**src/rtl/pbg_pkg.sv**
```systemverilog
// Shared types for the pointer bounds guard.
package pbg_pkg;
    // States of the metadata fetch sequencer.
    typedef enum logic [1:0] {
        FS_IDLE = 2'd0,
        FS_REQ  = 2'd1,
        FS_WAIT = 2'd2
    } fill_state_e;
endpackage

```
**src/rtl/pbg_table.sv**
```systemverilog
// Per-register metadata table.
// Holds base, bound, pointer id and valid for each architectural register.
// Assumes: an update and a clear of the same entry in one cycle resolve to
// the clear (the newer register write wins). Read is combinational.
module pbg_table #(
    parameter int NREG   = 32,
    parameter int IDX_W  = 5,
    parameter int ADDR_W = 32,
    parameter int ID_W   = 12
) (
    input  logic              clk,
    input  logic              rst_n,
    input  logic              upd_en,
    input  logic [IDX_W-1:0]  upd_idx,
    input  logic [ADDR_W-1:0] upd_base,
    input  logic [ADDR_W-1:0] upd_bound,
    input  logic [ID_W-1:0]   upd_id,
    input  logic              clr_en,
    input  logic [IDX_W-1:0]  clr_idx,
    input  logic [IDX_W-1:0]  rd_idx,
    output logic              rd_valid,
    output logic [ADDR_W-1:0] rd_base,
    output logic [ADDR_W-1:0] rd_bound,
    output logic [ID_W-1:0]   rd_id
);
    logic              vld_q   [NREG];
    logic [ADDR_W-1:0] base_q  [NREG];
    logic [ADDR_W-1:0] bound_q [NREG];
    logic [ID_W-1:0]   id_q    [NREG];

    for (genvar i = 0; i < NREG; i++) begin : g_ent
        // Entry storage: fill response sets it, a data write clears it.
        always_ff @(posedge clk) begin
            if (!rst_n) begin
                vld_q[i]   <= 1'b0;
                base_q[i]  <= '0;
                bound_q[i] <= '0;
                id_q[i]    <= '0;
            end else begin
                if (upd_en && upd_idx == IDX_W'(i)) begin
                    vld_q[i]   <= 1'b1;
                    base_q[i]  <= upd_base;
                    bound_q[i] <= upd_bound;
                    id_q[i]    <= upd_id;
                end
                if (clr_en && clr_idx == IDX_W'(i)) begin
                    vld_q[i] <= 1'b0;
                end
            end
        end
    end

    // Direct one-level lookup by register number.
    always_comb begin
        rd_valid = vld_q[rd_idx];
        rd_base  = base_q[rd_idx];
        rd_bound = bound_q[rd_idx];
        rd_id    = id_q[rd_idx];
    end
endmodule

```
**src/rtl/pbg_fill.sv**
```systemverilog
// Metadata fetch sequencer.
// Accepts one fetch at a time, issues one memory request and waits for
// the response. Assumes the memory answers no earlier than the cycle after
// the request. Requests arriving while busy are dropped.
module pbg_fill
    import pbg_pkg::*;
#(
    parameter int IDX_W  = 5,
    parameter int ADDR_W = 32,
    parameter int ID_W   = 12
) (
    input  logic              clk,
    input  logic              rst_n,
    input  logic              req,
    input  logic [IDX_W-1:0]  dst,
    input  logic [ID_W-1:0]   id,
    input  logic [ADDR_W-1:0] lim_base,
    input  logic              rsp_valid,
    output logic              mem_req,
    output logic [ADDR_W-1:0] mem_addr,
    output logic              busy,
    output logic [IDX_W-1:0]  busy_idx,
    output logic [ID_W-1:0]   busy_id,
    output logic              done
);
    fill_state_e       state_q;
    logic [IDX_W-1:0]  idx_q;
    logic [ID_W-1:0]   id_q;
    logic [ADDR_W-1:0] addr_q;

    // Sequencer state and captured request fields.
    always_ff @(posedge clk) begin
        if (!rst_n) begin
            state_q <= FS_IDLE;
            idx_q   <= '0;
            id_q    <= '0;
            addr_q  <= '0;
        end else begin
            case (state_q)
                FS_IDLE: if (req) begin
                    state_q <= FS_REQ;
                    idx_q   <= dst;
                    id_q    <= id;
                    addr_q  <= lim_base + ADDR_W'(id);
                end
                FS_REQ:  state_q <= FS_WAIT;
                FS_WAIT: if (rsp_valid) state_q <= FS_IDLE;
                default: state_q <= FS_IDLE;
            endcase
        end
    end

    // Outputs decoded from the state.
    always_comb begin
        mem_req  = (state_q == FS_REQ);
        mem_addr = addr_q;
        busy     = (state_q != FS_IDLE);
        busy_idx = idx_q;
        busy_id  = id_q;
        done     = (state_q == FS_WAIT) && rsp_valid;
    end
endmodule

```
**src/rtl/pbg_check.sv**
```systemverilog
// Combinational bounds comparator.
// Flags an access whose byte range leaves [base, bound). The end address
// is summed one bit wider so it cannot wrap. Invalid entries never flag.
module pbg_check #(
    parameter int ADDR_W = 32,
    parameter int SZ_W   = 4
) (
    input  logic              acc_valid,
    input  logic [ADDR_W-1:0] addr,
    input  logic [SZ_W-1:0]   size,
    input  logic              ent_valid,
    input  logic [ADDR_W-1:0] base,
    input  logic [ADDR_W-1:0] bound,
    output logic              viol
);
    localparam int EW = ADDR_W + 1;
    logic [EW-1:0] end_sum;
    logic          lo_ok;
    logic          hi_ok;

    // Two compares in parallel, one add ahead of the upper one.
    always_comb begin
        end_sum = {1'b0, addr} + EW'(size);
        lo_ok   = (addr >= base);
        hi_ok   = (end_sum <= {1'b0, bound});
        viol    = acc_valid && ent_valid && !(lo_ok && hi_ok);
    end
endmodule

```
**src/rtl/ptr_bounds_guard.sv**
```systemverilog
// Pointer bounds metadata cache and checker (top).
// Holds the limits-base special register, the per-register table, the
// fetch sequencer and the same-cycle access check, and registers the
// fault report. Assumes the pipeline stalls uses of fill_busy_idx.
module ptr_bounds_guard #(
    parameter int          NREG    = 32,
    parameter int          ADDR_W  = 32,
    parameter int          ID_W    = 12,
    parameter int          SZ_W    = 4,
    parameter int          SEL_W   = 12,
    parameter logic [11:0] LIM_SEL = 12'h7C1,
    localparam int         IDX_W   = $clog2(NREG)
) (
    input  logic              clk,
    input  logic              rst_n,
    input  logic              sr_wr_en,
    input  logic [SEL_W-1:0]  sr_sel,
    input  logic [ADDR_W-1:0] sr_wdata,
    input  logic [SEL_W-1:0]  sr_rd_sel,
    output logic [ADDR_W-1:0] sr_rdata,
    input  logic              rf_wr_en,
    input  logic [IDX_W-1:0]  rf_wr_idx,
    input  logic              rf_wr_tag,
    input  logic              fill_req,
    input  logic [IDX_W-1:0]  fill_dst,
    input  logic [ID_W-1:0]   fill_id,
    output logic              fill_busy,
    output logic [IDX_W-1:0]  fill_busy_idx,
    output logic              mem_req,
    output logic [ADDR_W-1:0] mem_req_addr,
    input  logic              mem_rsp_valid,
    input  logic [ADDR_W-1:0] mem_rsp_base,
    input  logic [ADDR_W-1:0] mem_rsp_bound,
    input  logic              acc_valid,
    input  logic [IDX_W-1:0]  acc_reg,
    input  logic [ADDR_W-1:0] acc_addr,
    input  logic [SZ_W-1:0]   acc_size,
    output logic              acc_allow,
    output logic              fault,
    output logic [IDX_W-1:0]  fault_idx,
    output logic [ADDR_W-1:0] fault_addr,
    output logic [ID_W-1:0]   fault_id
);
    logic [ADDR_W-1:0] lim_base_q;
    logic              done;
    logic [ID_W-1:0]   busy_id;
    logic              ent_valid;
    logic [ADDR_W-1:0] ent_base;
    logic [ADDR_W-1:0] ent_bound;
    logic [ID_W-1:0]   ent_id;
    logic              viol;
    logic              fault_q;
    logic [IDX_W-1:0]  fault_idx_q;
    logic [ADDR_W-1:0] fault_addr_q;
    logic [ID_W-1:0]   fault_id_q;

    // Limits-base special register, written by selector match.
    always_ff @(posedge clk) begin
        if (!rst_n) lim_base_q <= '0;
        else if (sr_wr_en && sr_sel == SEL_W'(LIM_SEL)) lim_base_q <= sr_wdata;
    end

    // Special-register read mux.
    assign sr_rdata = (sr_rd_sel == SEL_W'(LIM_SEL)) ? lim_base_q : '0;

    pbg_fill #(.IDX_W(IDX_W), .ADDR_W(ADDR_W), .ID_W(ID_W)) u_fill (
        .clk       (clk),
        .rst_n     (rst_n),
        .req       (fill_req),
        .dst       (fill_dst),
        .id        (fill_id),
        .lim_base  (lim_base_q),
        .rsp_valid (mem_rsp_valid),
        .mem_req   (mem_req),
        .mem_addr  (mem_req_addr),
        .busy      (fill_busy),
        .busy_idx  (fill_busy_idx),
        .busy_id   (busy_id),
        .done      (done)
    );

    pbg_table #(.NREG(NREG), .IDX_W(IDX_W), .ADDR_W(ADDR_W), .ID_W(ID_W)) u_table (
        .clk       (clk),
        .rst_n     (rst_n),
        .upd_en    (done),
        .upd_idx   (fill_busy_idx),
        .upd_base  (mem_rsp_base),
        .upd_bound (mem_rsp_bound),
        .upd_id    (busy_id),
        .clr_en    (rf_wr_en && !rf_wr_tag),
        .clr_idx   (rf_wr_idx),
        .rd_idx    (acc_reg),
        .rd_valid  (ent_valid),
        .rd_base   (ent_base),
        .rd_bound  (ent_bound),
        .rd_id     (ent_id)
    );

    pbg_check #(.ADDR_W(ADDR_W), .SZ_W(SZ_W)) u_check (
        .acc_valid (acc_valid),
        .addr      (acc_addr),
        .size      (acc_size),
        .ent_valid (ent_valid),
        .base      (ent_base),
        .bound     (ent_bound),
        .viol      (viol)
    );

    // Suppress the access in the cycle it fails.
    assign acc_allow = acc_valid && !viol;

    // Fault report: one pulse per failing access, in the following cycle.
    always_ff @(posedge clk) begin
        if (!rst_n) begin
            fault_q      <= 1'b0;
            fault_idx_q  <= '0;
            fault_addr_q <= '0;
            fault_id_q   <= '0;
        end else begin
            fault_q <= viol;
            if (viol) begin
                fault_idx_q  <= acc_reg;
                fault_addr_q <= acc_addr;
                fault_id_q   <= ent_id;
            end
        end
    end

    assign fault      = fault_q;
    assign fault_idx  = fault_idx_q;
    assign fault_addr = fault_addr_q;
    assign fault_id   = fault_id_q;
endmodule

```
**config.mk**
```make
export PLATFORM = sky130hd
export DESIGN_NAME = ptr_bounds_guard
export DESIGN_NICKNAME = d
export VERILOG_FILES = /design/src/rtl/pbg_pkg.sv /design/src/rtl/pbg_table.sv /design/src/rtl/pbg_fill.sv /design/src/rtl/pbg_check.sv /design/src/rtl/ptr_bounds_guard.sv
export SDC_FILE = /design/constraint.sdc
export NUM_CORES = 2
export LEC_CHECK = 0
export ABC_AREA = 1
export BUFFER_PORTS_ARGS = -buffer_cell sky130_fd_sc_hd__buf_2
export CORE_MARGIN = 8
export CORE_UTILIZATION = 45
export CTS_BUF_LIST = sky130_fd_sc_hd__clkbuf_8
export DETAILED_ROUTE_END_ITERATION = 6
export PLACE_DENSITY = 0.61
export SLEW_MARGIN = 10
export SYNTH_ARGS = -nofsm -noshare
export SYNTH_HDL_FRONTEND = slang
export SYNTH_SLANG_ARGS = --single-unit
```
**constraint.sdc**
```tcl
create_clock -name clk -period 5.26 [get_ports clk]
set_clock_uncertainty 0.1 [all_clocks]
set_input_delay 1.052 -clock clk [delete_from_list [all_inputs] [get_ports clk]]
set_output_delay 1.052 -clock clk [all_outputs]
set_load 0.005 [all_outputs]
```
==> impl_metrics.py <==
metrics = {
    "detailed_routing": {
        "dr.pass1.iters": 7,
        "routed_wl_um": 468000,
        "post-route-drc-count": 2,
        "wl_per_cell_um": 29.8,
        "vias_per_cell": 6.22,
        "final_antenna_net_count": 0,
        "via_count": 97600,
        "drt_iter0_drc": 16100,
    },
    "layout": {
        "multi_input_comb_area_um2": 35500,
        "regArea_um2": 76600,
        "syn_to_final_growth_pct": 16.6,
        "fillers": 22900,
        "final_common_cell": "nor2_1",
        "final_nets": 12200,
        "layout_common_cells": "nor2_1, edfxtp_1, o21ai_0",
        "final_layout_size_suffix_gt1_frac": 0.150,
    },
    "sta": {
        "worstMarginPinSlew_ps": 1310,
        "holdWs_ps": 141,
        "period_minus_slack_ps": 5610,
        "fmax_mhz": 178,
        "finalCritPeriodShare": 1.07,
        "hold_viol": 0,
        "timing.final.max_slew_violations": 0,
        "worst_slack_ps": -347,
        "setup_viol": 1,
        "grt_setup_unrepaired": "yes",
        "max-slew-margin-rel": 0.128,
    },
    "yosys": {
        "syn-num-nets": 11700,
        "netlist_area_um2": 117000,
        "synth.distinct_cells": 56,
        "postSynth.asyncResetShare": 0,
        "synth_edf_count": 2463,
        "syn_inst": 11400,
        "ys_seq_area_frac": 0.657,
        "ys_ff_latch": 2597,
        "avgSynthCellArea_um2": 10.2,
        "synth_flop_cell": "edfxtp_1",
        "yosysWarnings": 0,
    },
    "clock_tree": {
        "cts_hold_buf": 0,
        "insertion_delay_ps": 1090,
        "cts_root_buf": "clkbuf_8",
        "cts_made_buffers": 437,
        "htree_levels": 5,
        "clk_pin_slew_ps": 60,
        "cts_buffer_depth": 4,
        "clock_sinks": 2597,
        "cts_tree": "done",
    },
    "floorplan": {
        "pin_count": 313,
        "initial_utilization": 0.451,
        "die_area_um2": 276000,
        "die_w_um": 525,
        "die_height_um": 525,
        "core_area_um2": 259000,
        "fp-row-count": 187,
    },
    "grt": {
        "grt_pass1_wl_um": 655000,
        "antenna_found_initial": 15,
        "grt_use_total": 0.322,
        "overflow": 0,
        "grt_pass1_vias": 92600,
        "grt_start_max_net_pins": 78,
    },
    "run": {
        "drv_cap": 0,
    },
    "setup_path": {
        "reg2reg_from": "u_table.base_q[13][21]",
        "critPathLaunchType": "input pin",
        "required_ps": 4110,
        "cp-end-kind": "output port",
        "path_max_fanout": 29,
        "cp-startpoint": "acc_reg[0]",
        "critical_path_arrival_ps": 4460,
        "crit_type": "in -> out",
    },
    "power_and_ir_drop": {
        "p_leak_nw": 52.4,
        "ir_drop_uv": 210,
        "power.density_nw_per_um2": 332,
        "power_mw": 45.2,
    },
    "place": {
        "io_buffers": 312,
        "gp_congestion": 0.925,
        "hpwl_um": 263000,
    },
    "run_status": {
        "failed_checks": "design-rule violations, negative setup slack",
        "status": "complete, but fails checks",
    },
    "hold_path": {
        "hp-start": "sr_wdata[16]",
        "hp-class": "in -> reg",
    },
}
## synth_stat cells (all sizes together) (3+ instances only)
master,instances,area share
a211oi,32,0.0021
a21o,3,0.00019
a21oi,134,0.0067
a31oi,3,0.00016
a32o,10,0.00086
a32oi,3,0.00023
buf,252,0.012
clkbuf,823,0.026
clkinv,4,0.00013
dfxtp,134,0.023
edfxtp,2463,0.63
ha,80,0.0086
inv,307,0.0099
mux2i,17,0.0015
nand2,333,0.011
nand3,205,0.0088
nand3b,10,0.00064
nand4,17,0.00091
nor2,4226,0.14
nor3,25,0.0011
nor4,13,0.00083
o211ai,21,0.0014
o21a,3,0.00019
o21ai,1532,0.066
o21bai,3,0.00019
o221ai,182,0.014
o22ai,498,0.027
o311ai,3,0.00023
o31ai,3,0.00019
o32ai,24,0.0018
or2,37,0.0020
xor2,37,0.0028
## layer usage
metal	global-route usage	vias up	routed length (um)
met3	0.0898	1530	67600
met5	0	-	51
met1	0.425	47400	170000
li1	-	40900	-
met2	0.489	7768	203000
met4	0.159	10	27700
## cells by family after synthesis
group                    synth area share
AO/OA/AOI/OAI                       0.120
XOR/XNOR                          0.00293
adder cells (fa/ha/maj)           0.00892
buffers and inverters              0.0480
flip-flops                          0.657
multiplexers                      0.00146
AND/OR/NAND/NOR                     0.162
## registers in the layout, indices dropped and copies added, names as in the netlist, 2 cells and up
name and count:
fault_addr 32, fault_id 12, fault_idx 5, lim_base_q 32, u_fill.busy_id 12, u_fill.busy_idx 5, u_fill.mem_addr 32, u_fill.state_q 2
u_table.base_q 1024, u_table.bound_q 1024, u_table.id_q 384, u_table.vld_q 32
## report_power, final
part	switching (mW)	internal [mW]	leakage, nW
combinational	3.55	1.57	21.4
clock	8.43	8.06	4.53
sequential	0.236	23.3	26.5
## layout make-up
cell class | count | area share
repair inverters | 1 | 0.0000828
clock inverters | 320 | 0.0107
diodes | 13 | 0.000239
multi-input cells | 7466 | 0.261
flip-flops and latches | 2597 | 0.564
well taps | 3402 | 0.0313
repair buffers | 1142 | 0.0787
clock buffers | 449 | 0.0454
inverters | 311 | 0.00910
## worst paths after layout
path	to	slack (ps)	cells after the start
setup / recovery	acc_allow	-350	23
hold / removal	lim_base_q[16]	140	3
setup reg to reg	fault_addr[7]	890	19
hold reg to reg	u_table.vld_q[16]	360	2
## metrics by stage
step	instances	cell area, um^2	util	setup WS (ps)	setup TNS [ps]
after floorplan	11400	117000	-	137	0
after global placement	14900	127000	0.490	-925	-26120
after detailed placement	14900	127000	0.490	-951	-26610
after CTS	15700	136000	0.524	-242	-242
after global routing	15700	136000	0.526	-402	-402
final	15700	136000	0.526	-347	-347
## worst max-delay path, stage by stage
cell	delay (ps)
buf_16	200
clkinv_16	170
buf_16	200
bufbuf_16	310
o21ai_0	190
o22ai_1	90
nor2_1	140
o22ai_2	130
o21ai_0	210
buf_4	320
ha_4	250
nand2_1	50
inv_1	60
nand3_1	90
inv_1	70
a21oi_2	140
nor2_1	60
nor2_1	80
nand2_1	60
nand2_2	70
nand2_4	110
a21boi_4	220
buf_2	150
## what timing repair did
action | 4_1_cts | 5_1_grt
buffers inserted | 20 | 1
pin swaps | 17 | 13
cloned | 18 | 4
setup endpoints to repair | 1 | 1
gates resized for setup | 127 | 74
endpoints found under the hold margin | 0 | 0
(Power assumes the default switching activity.)
